===== src/rtl/rxq_pkg.sv =====
package rxq_pkg;
  localparam int unsigned STAT_W = 8;
  // status bit positions
  localparam int unsigned ST_OVR  = 1;
  localparam int unsigned ST_PAR  = 2;
  localparam int unsigned ST_MP   = 3;
  localparam int unsigned ST_PTR0 = 4;

  typedef enum logic [1:0] {
    SRC_MEM  = 2'd0,
    SRC_STAT = 2'd1,
    SRC_NONE = 2'd2
  } rd_src_e;

  typedef struct packed {
    logic mp;
    logic par;
    logic ovr;
  } err_flags_t;
endpackage


===== src/rtl/rxq_store.sv =====
module rxq_store #(
  parameter int unsigned DATA_W = 8,
  parameter int unsigned NBUF   = 4,
  localparam int unsigned PTR_W = $clog2(NBUF)
) (
  input  logic              clk,
  input  logic              we,
  input  logic [PTR_W-1:0]  waddr,
  input  logic [DATA_W-1:0] wdata,
  input  logic              re,
  input  logic [PTR_W-1:0]  raddr,
  output logic [DATA_W-1:0] rdata
);
  logic [DATA_W-1:0] mem [NBUF];

  always_ff @(posedge clk) begin
    if (we) mem[waddr] <= wdata;
  end

  // read-first: a colliding read returns the old contents
  always_ff @(posedge clk) begin
    if (re) rdata <= mem[raddr];
  end
endmodule


===== src/rtl/rxq_parity_chk.sv =====
module rxq_parity_chk #(
  parameter int unsigned DATA_W = 8
) (
  input  logic [DATA_W-1:0] data,
  input  logic              par_bit,
  input  logic              odd,
  output logic              bad
);
  always_comb begin
    bad = par_bit ^ ((^data) ^ odd);
  end
endmodule


===== src/rtl/rxq_status.sv =====
module rxq_status
  import rxq_pkg::*;
#(
  parameter int unsigned NBUF = 4,
  localparam int unsigned PTR_W = $clog2(NBUF),
  localparam int unsigned LAST  = NBUF - 1
) (
  input  logic             clk,
  input  logic             rst,
  input  logic             frame_valid,
  input  logic             frame_mpc,
  input  logic             par_bad,
  input  logic             mp_enable,
  input  logic             addr_accept,
  input  logic [NBUF-1:0]  rd_hit,
  input  logic             st_wr,
  input  err_flags_t       st_keep,
  output logic [PTR_W-1:0] ptr,
  output logic [NBUF-1:0]  unread,
  output err_flags_t       flags
);
  logic [NBUF-1:0] fill_vec;
  logic            hit_last;
  err_flags_t      set_v;
  err_flags_t      kept;

  genvar gi;
  generate
    for (gi = 0; gi < NBUF; gi++) begin : g_fill
      assign fill_vec[gi] = frame_valid && (ptr == PTR_W'(gi));
    end
  endgenerate

  always_comb begin
    hit_last  = fill_vec[LAST];
    set_v.ovr = hit_last && unread[LAST] && !rd_hit[LAST];
    set_v.par = hit_last && par_bad;
    set_v.mp  = hit_last && mp_enable && !addr_accept && frame_mpc;
    kept      = st_wr ? (flags & st_keep) : flags;
  end

  always_ff @(posedge clk) begin
    if (rst) begin
      ptr    <= '0;
      unread <= '0;
      flags  <= '0;
    end else begin
      if (frame_valid) ptr <= ptr + 1'b1;
      unread <= (unread & ~rd_hit) | fill_vec;
      flags  <= kept | set_v;
    end
  end
endmodule


===== src/rtl/rx_quad_buffer.sv =====
module rx_quad_buffer
  import rxq_pkg::*;
#(
  parameter int unsigned DATA_W = 8,
  parameter int unsigned NBUF   = 4,
  parameter int unsigned ADDR_W = 3
) (
  input  logic              clk,
  input  logic              rst,
  input  logic              frame_valid,
  input  logic [DATA_W-1:0] frame_data,
  input  logic              frame_parity,
  input  logic              frame_mpc,
  input  logic              parity_odd,
  input  logic              mp_enable,
  input  logic              addr_accept,
  input  logic [ADDR_W-1:0] reg_addr,
  input  logic              reg_wr,
  input  logic [DATA_W-1:0] reg_wdata,
  input  logic              reg_rd,
  output logic [DATA_W-1:0] reg_rdata
);
  localparam int unsigned PTR_W = $clog2(NBUF);
  localparam logic [ADDR_W-1:0] STAT_ADDR = ADDR_W'(NBUF);

  logic [PTR_W-1:0]  wr_ptr;
  logic [NBUF-1:0]   unread;
  logic [NBUF-1:0]   rd_hit;
  err_flags_t        flags;
  err_flags_t        st_keep;
  logic              st_wr;
  logic              st_rd;
  logic              buf_sel;
  logic              par_bad;
  logic [DATA_W-1:0] mem_q;
  logic [DATA_W-1:0] stat_vec;
  logic [DATA_W-1:0] stat_q;
  rd_src_e           src_q;

  assign buf_sel = reg_addr < STAT_ADDR;
  assign st_wr   = reg_wr && (reg_addr == STAT_ADDR);
  assign st_rd   = reg_rd && (reg_addr == STAT_ADDR);
  assign st_keep = '{mp: reg_wdata[ST_MP], par: reg_wdata[ST_PAR], ovr: reg_wdata[ST_OVR]};

  genvar gi;
  generate
    for (gi = 0; gi < NBUF; gi++) begin : g_hit
      assign rd_hit[gi] = reg_rd && (reg_addr == ADDR_W'(gi));
    end
  endgenerate

  always_comb begin
    stat_vec          = '1;
    stat_vec[ST_OVR]  = flags.ovr;
    stat_vec[ST_PAR]  = flags.par;
    stat_vec[ST_MP]   = flags.mp;
    stat_vec[ST_PTR0 +: PTR_W] = wr_ptr;
  end

  rxq_parity_chk #(.DATA_W(DATA_W)) u_par (
    .data    (frame_data),
    .par_bit (frame_parity),
    .odd     (parity_odd),
    .bad     (par_bad)
  );

  rxq_store #(.DATA_W(DATA_W), .NBUF(NBUF)) u_store (
    .clk   (clk),
    .we    (frame_valid),
    .waddr (wr_ptr),
    .wdata (frame_data),
    .re    (reg_rd && buf_sel),
    .raddr (reg_addr[PTR_W-1:0]),
    .rdata (mem_q)
  );

  rxq_status #(.NBUF(NBUF)) u_stat (
    .clk         (clk),
    .rst         (rst),
    .frame_valid (frame_valid),
    .frame_mpc   (frame_mpc),
    .par_bad     (par_bad),
    .mp_enable   (mp_enable),
    .addr_accept (addr_accept),
    .rd_hit      (rd_hit),
    .st_wr       (st_wr),
    .st_keep     (st_keep),
    .ptr         (wr_ptr),
    .unread      (unread),
    .flags       (flags)
  );

  always_ff @(posedge clk) begin
    if (rst) begin
      src_q  <= SRC_NONE;
      stat_q <= '0;
    end else if (reg_rd) begin
      if (buf_sel)    src_q <= SRC_MEM;
      else if (st_rd) src_q <= SRC_STAT;
      else            src_q <= SRC_NONE;
      if (st_rd) stat_q <= stat_vec;
    end
  end

  always_comb begin
    case (src_q)
      SRC_MEM:  reg_rdata = mem_q;
      SRC_STAT: reg_rdata = stat_q;
      default:  reg_rdata = '0;
    endcase
  end
endmodule


===== config.mk =====
export PLATFORM = sky130hd
export DESIGN_NAME = rx_quad_buffer
export DESIGN_NICKNAME = d
export VERILOG_FILES = /design/src/rtl/rxq_pkg.sv /design/src/rtl/rxq_store.sv /design/src/rtl/rxq_parity_chk.sv /design/src/rtl/rxq_status.sv /design/src/rtl/rx_quad_buffer.sv
export SDC_FILE = /design/constraint.sdc
export NUM_CORES = 1
export LEC_CHECK = 0
export CAP_MARGIN = 30
export CORE_MARGIN = 3
export CORE_UTILIZATION = 37
export CTS_BUF_LIST = sky130_fd_sc_hd__clkbuf_16
export DETAILED_ROUTE_END_ITERATION = 8
export GPL_TIMING_DRIVEN = 0
export SLEW_MARGIN = 25
export SYNTH_ARGS = -nofsm -noshare
export SYNTH_HDL_FRONTEND = slang
export SYNTH_SLANG_ARGS = --single-unit

===== constraint.sdc =====
create_clock -name clk -period 2.55 [get_ports clk]
set_clock_uncertainty 0.2 [all_clocks]
set_input_delay 0.3825 -clock clk [delete_from_list [all_inputs] [get_ports clk]]
set_output_delay 0.3825 -clock clk [all_outputs]
set_load 0.03 [all_outputs]

==> reports/metrics.csv <==
stage,metric,value,unit
cts,H-tree levels,2,
worst_setup_path,slowest cell on the critical path,clkdlybuf4s50_1,
route,DRC viols,0,
cts,"Clk Latency, worst-skew pair",280,ps
cells_and_area,most frequent cells in the layout,"edfxtp_1 (40), clkdlybuf4s50_1 (31), nor2_1 (16), dfxtp_1 (14), mux2i_1 (11)",
worst_setup_path,critical path type,register to output port,
yosys,Mapped Cells,142,
cts,post-cts hold buffer count,0,
timing,min Tclk post-route,2360,ps
worst_setup_path,CP required,1970,ps
worst_setup_path,WP depth,4,
yosys,Simple-Gate Fraction of Synth Area,0.0829,
cts,CTS max path bufs,2,
worst_setup_path,Crit. End Element,output port,
place,I/O Buffers,31,
route,Iter 0 DRT Violations,54,
global_routing,Tot GR Track Use,0.119,
route,DR WL/cell,15.4,µm
yosys,Post-Syn Nets,175,
cts,post-CTS setup buffers,0,
cells_and_area,"most common cell after layout, fill and taps aside",edfxtp_1,
floorplan,Die X,83.4,µm
cts,clock-pin slew on the worst setup and hold paths,60,ps
flow_run,max-cap violation count,0,
place,Final Wtd Congestion,0.772,
status,status,finished clean,
cts,TritonCTS clock tree,yes,
timing,final hold slack,258,ps
cells_and_area,Layout area overhead,24.8,%
global_routing,first-pass GRT wire length,6390,µm
worst_setup_path,critical path buffer and inverter count,2,
worst_setup_path,CP Data Arrival Time,1780,ps
timing,Final Slew Violations,0,
global_routing,number of global-route vias before repair,1309,
route,Post-DRT Antenna Nets,0,
worst_setup_path,cells along the critical path,"buf_2, nand2_1, a21oi_1, clkdlybuf4s50_1",
floorplan,Core Rows,27,
yosys,post-synthesis xor/xnor area fraction,0.0412,
place,Area after DPL,2620,µm²
place,dpl hpwl,2910,µm
worst_setup_path,worst-path fanout max,10,
timing,Worst-Margin Slew,784,ps
cells_and_area,antenna cells,0,
timing,Tcrit/Tclk final,0.927,
cts,clk root buf,clkbuf_16,
timing,final setup fails,0,
cells_and_area,layout cell share with drive strength beyond 1,0.133,
worst_setup_path,Top delay family on crit path,buffers and inverters,
yosys,register area share after synthesis,0.668,
cells_and_area,"Core Util, Final",0.491,
timing,setup TNS,0,ps
floorplan,core area,5640,µm²
yosys,Yosys cell types,28,
cells_and_area,final net count,213,
global_routing,largest net degree at the start of global routing,19,
pwr,Leak,0.935,nW
route,drt pass-1 iters,4,
worst_setup_path,startpoint types,register,
timing,Slew headroom,0.476,
pwr,PD cells,667,nW/µm²
floorplan,initial core utilization,0.393,
yosys,largest family of logic cells by synthesized area,multiplexers,
worst_setup_path,Worst Reg-to-Reg Cells,5,
cts,Sink Count,54,
cts,cts repair resizes,0,
yosys,post-synthesis adder-cell area fraction,0.0226,
yosys,Seq cells post-synth,54,
worst_hold_path,hold depth,2,
timing,Hold Fails Final Rpt,0,
yosys,complex-gate fraction of the synthesized area,0.0338,
route,Via Count,1209,
worst_setup_path,"Largest stage delay, worst path",690,ps
global_routing,initial antenna violation count,0,
pwr,Max rail drop VDD,0.343,mV
yosys,YS warnings,0,
route,drt total wl,3890,µm
timing,RSZ-0062 raised after global routing,false,
worst_hold_path,Hold Crit Class,register to register,
floorplan,Die ar.,6960,µm²
yosys,multiplexer area fraction after synthesis,0.131,
yosys,"Cell Area, Synth",2220,µm²
yosys,Avg Inst Size Synth,15.6,µm²
cts,Inserted Clock Buffers,5,
route,Via density,4.78,
cells_and_area,design area,2770,µm²
timing,FMAX,423,MHz
floorplan,Top Ports,37,
floorplan,Die Ht,83.4,µm
global_routing,grt ovf,0,
-- power by group --
part | internal, mW | total [mW] | switching (mW)
logic | 0.0958 | 0.190 | 0.0939
registers | 0.983 | 0.995 | 0.0119
clock network | 0.369 | 0.663 | 0.294
-- final timing paths --
check                              start                          end  slack [ps]
max                src_q[0]$_SDFFE_PP0P_                 reg_rdata[0]         190
min reg2reg  u_stat.unread[3]$_SDFF_PP0_  u_stat.unread[3]$_SDFF_PP0_         260
max reg2reg   u_stat.ptr[0]$_SDFFE_PP0P_   u_stat.flags[2]$_SDFF_PP0_         880
min          u_stat.unread[3]$_SDFF_PP0_  u_stat.unread[3]$_SDFF_PP0_         260
-- kinds of logic after synthesis --
group                    Yosys count
AO/OA/AOI/OAI                     13
XOR/XNOR                           8
adder cells (fa/ha/maj)            4
buffers and inverters              9
flip-flops                        54
multiplexers                      19
AND/OR/NAND/NOR                   35
-- through the flow --
step           std cells  total power [mW]  setup WS, ps
2_1_floorplan        142              1.12           870
3_5_place_dp         245              1.21           246
5_1_grt              253              1.92          72.8
3_3_place_gp         245              1.20           268
4_1_cts              253              1.87           168
6_report             253              1.85           186
-- per-layer routing --
metal	global-route usage	part of all wire
met5	0	0
met1	0.143	0.43
met3	0.0357	0.058
met2	0.207	0.51
met4	0.0307	0.0039
-- synth_stat cells (all sizes together) --
master	count	area (µm²)
a21oi	8	40.0
and2	3	18.8
buf	3	23.8
clkbuf	2	7.51
dfxtp	14	280
edfxtp	40	1200
ha	4	50.1
inv	4	15.0
mux2i	11	110
mux4	8	180
nand2	4	17.5
nand2b	4	25.0
nand3	4	20.0
nand4b	1	8.76
nor2	17	71.3
nor2b	1	6.26
nor3	1	16.3
o21ai	4	20.0
o221ai	1	15.0
xnor2	5	51.3
xnor3	1	22.5
xor2	2	17.5
-- registers in the layout, summed over array words and instances (netlist names) --
| register | cells |
|---|---|
| src_q | 2 |
| u_stat.unread | 1 |
| u_store.rdata | 8 |
| u_store.mem | 32 |
| u_stat.flags | 3 |
| u_stat.ptr | 2 |
| stat_q | 6 |
-- worst register-to-register path: stages (launching register included) --
cell,delay (ps)
dfxtp_1,430
ha_1,180
nand2_1,90
inv_1,380
nand4b_1,170
a21oi_1,150
-- cell type report --
| class | count | area, µm² |
|---|---|---|
| Fill cell | 486 | 2870 |
| Sequential cell | 54 | 1480 |
| Multi-Input combinational cell | 79 | 691 |
| Timing Repair Buffer | 31 | 310 |
| Clock buffer | 5 | 125 |
| Tap cell | 72 | 90.1 |
| Buffer | 5 | 31.3 |
| Clock inverter | 3 | 25.0 |
| Inverter | 4 | 15.0 |
No activity file was read; power rests on OpenSTA's default activity.
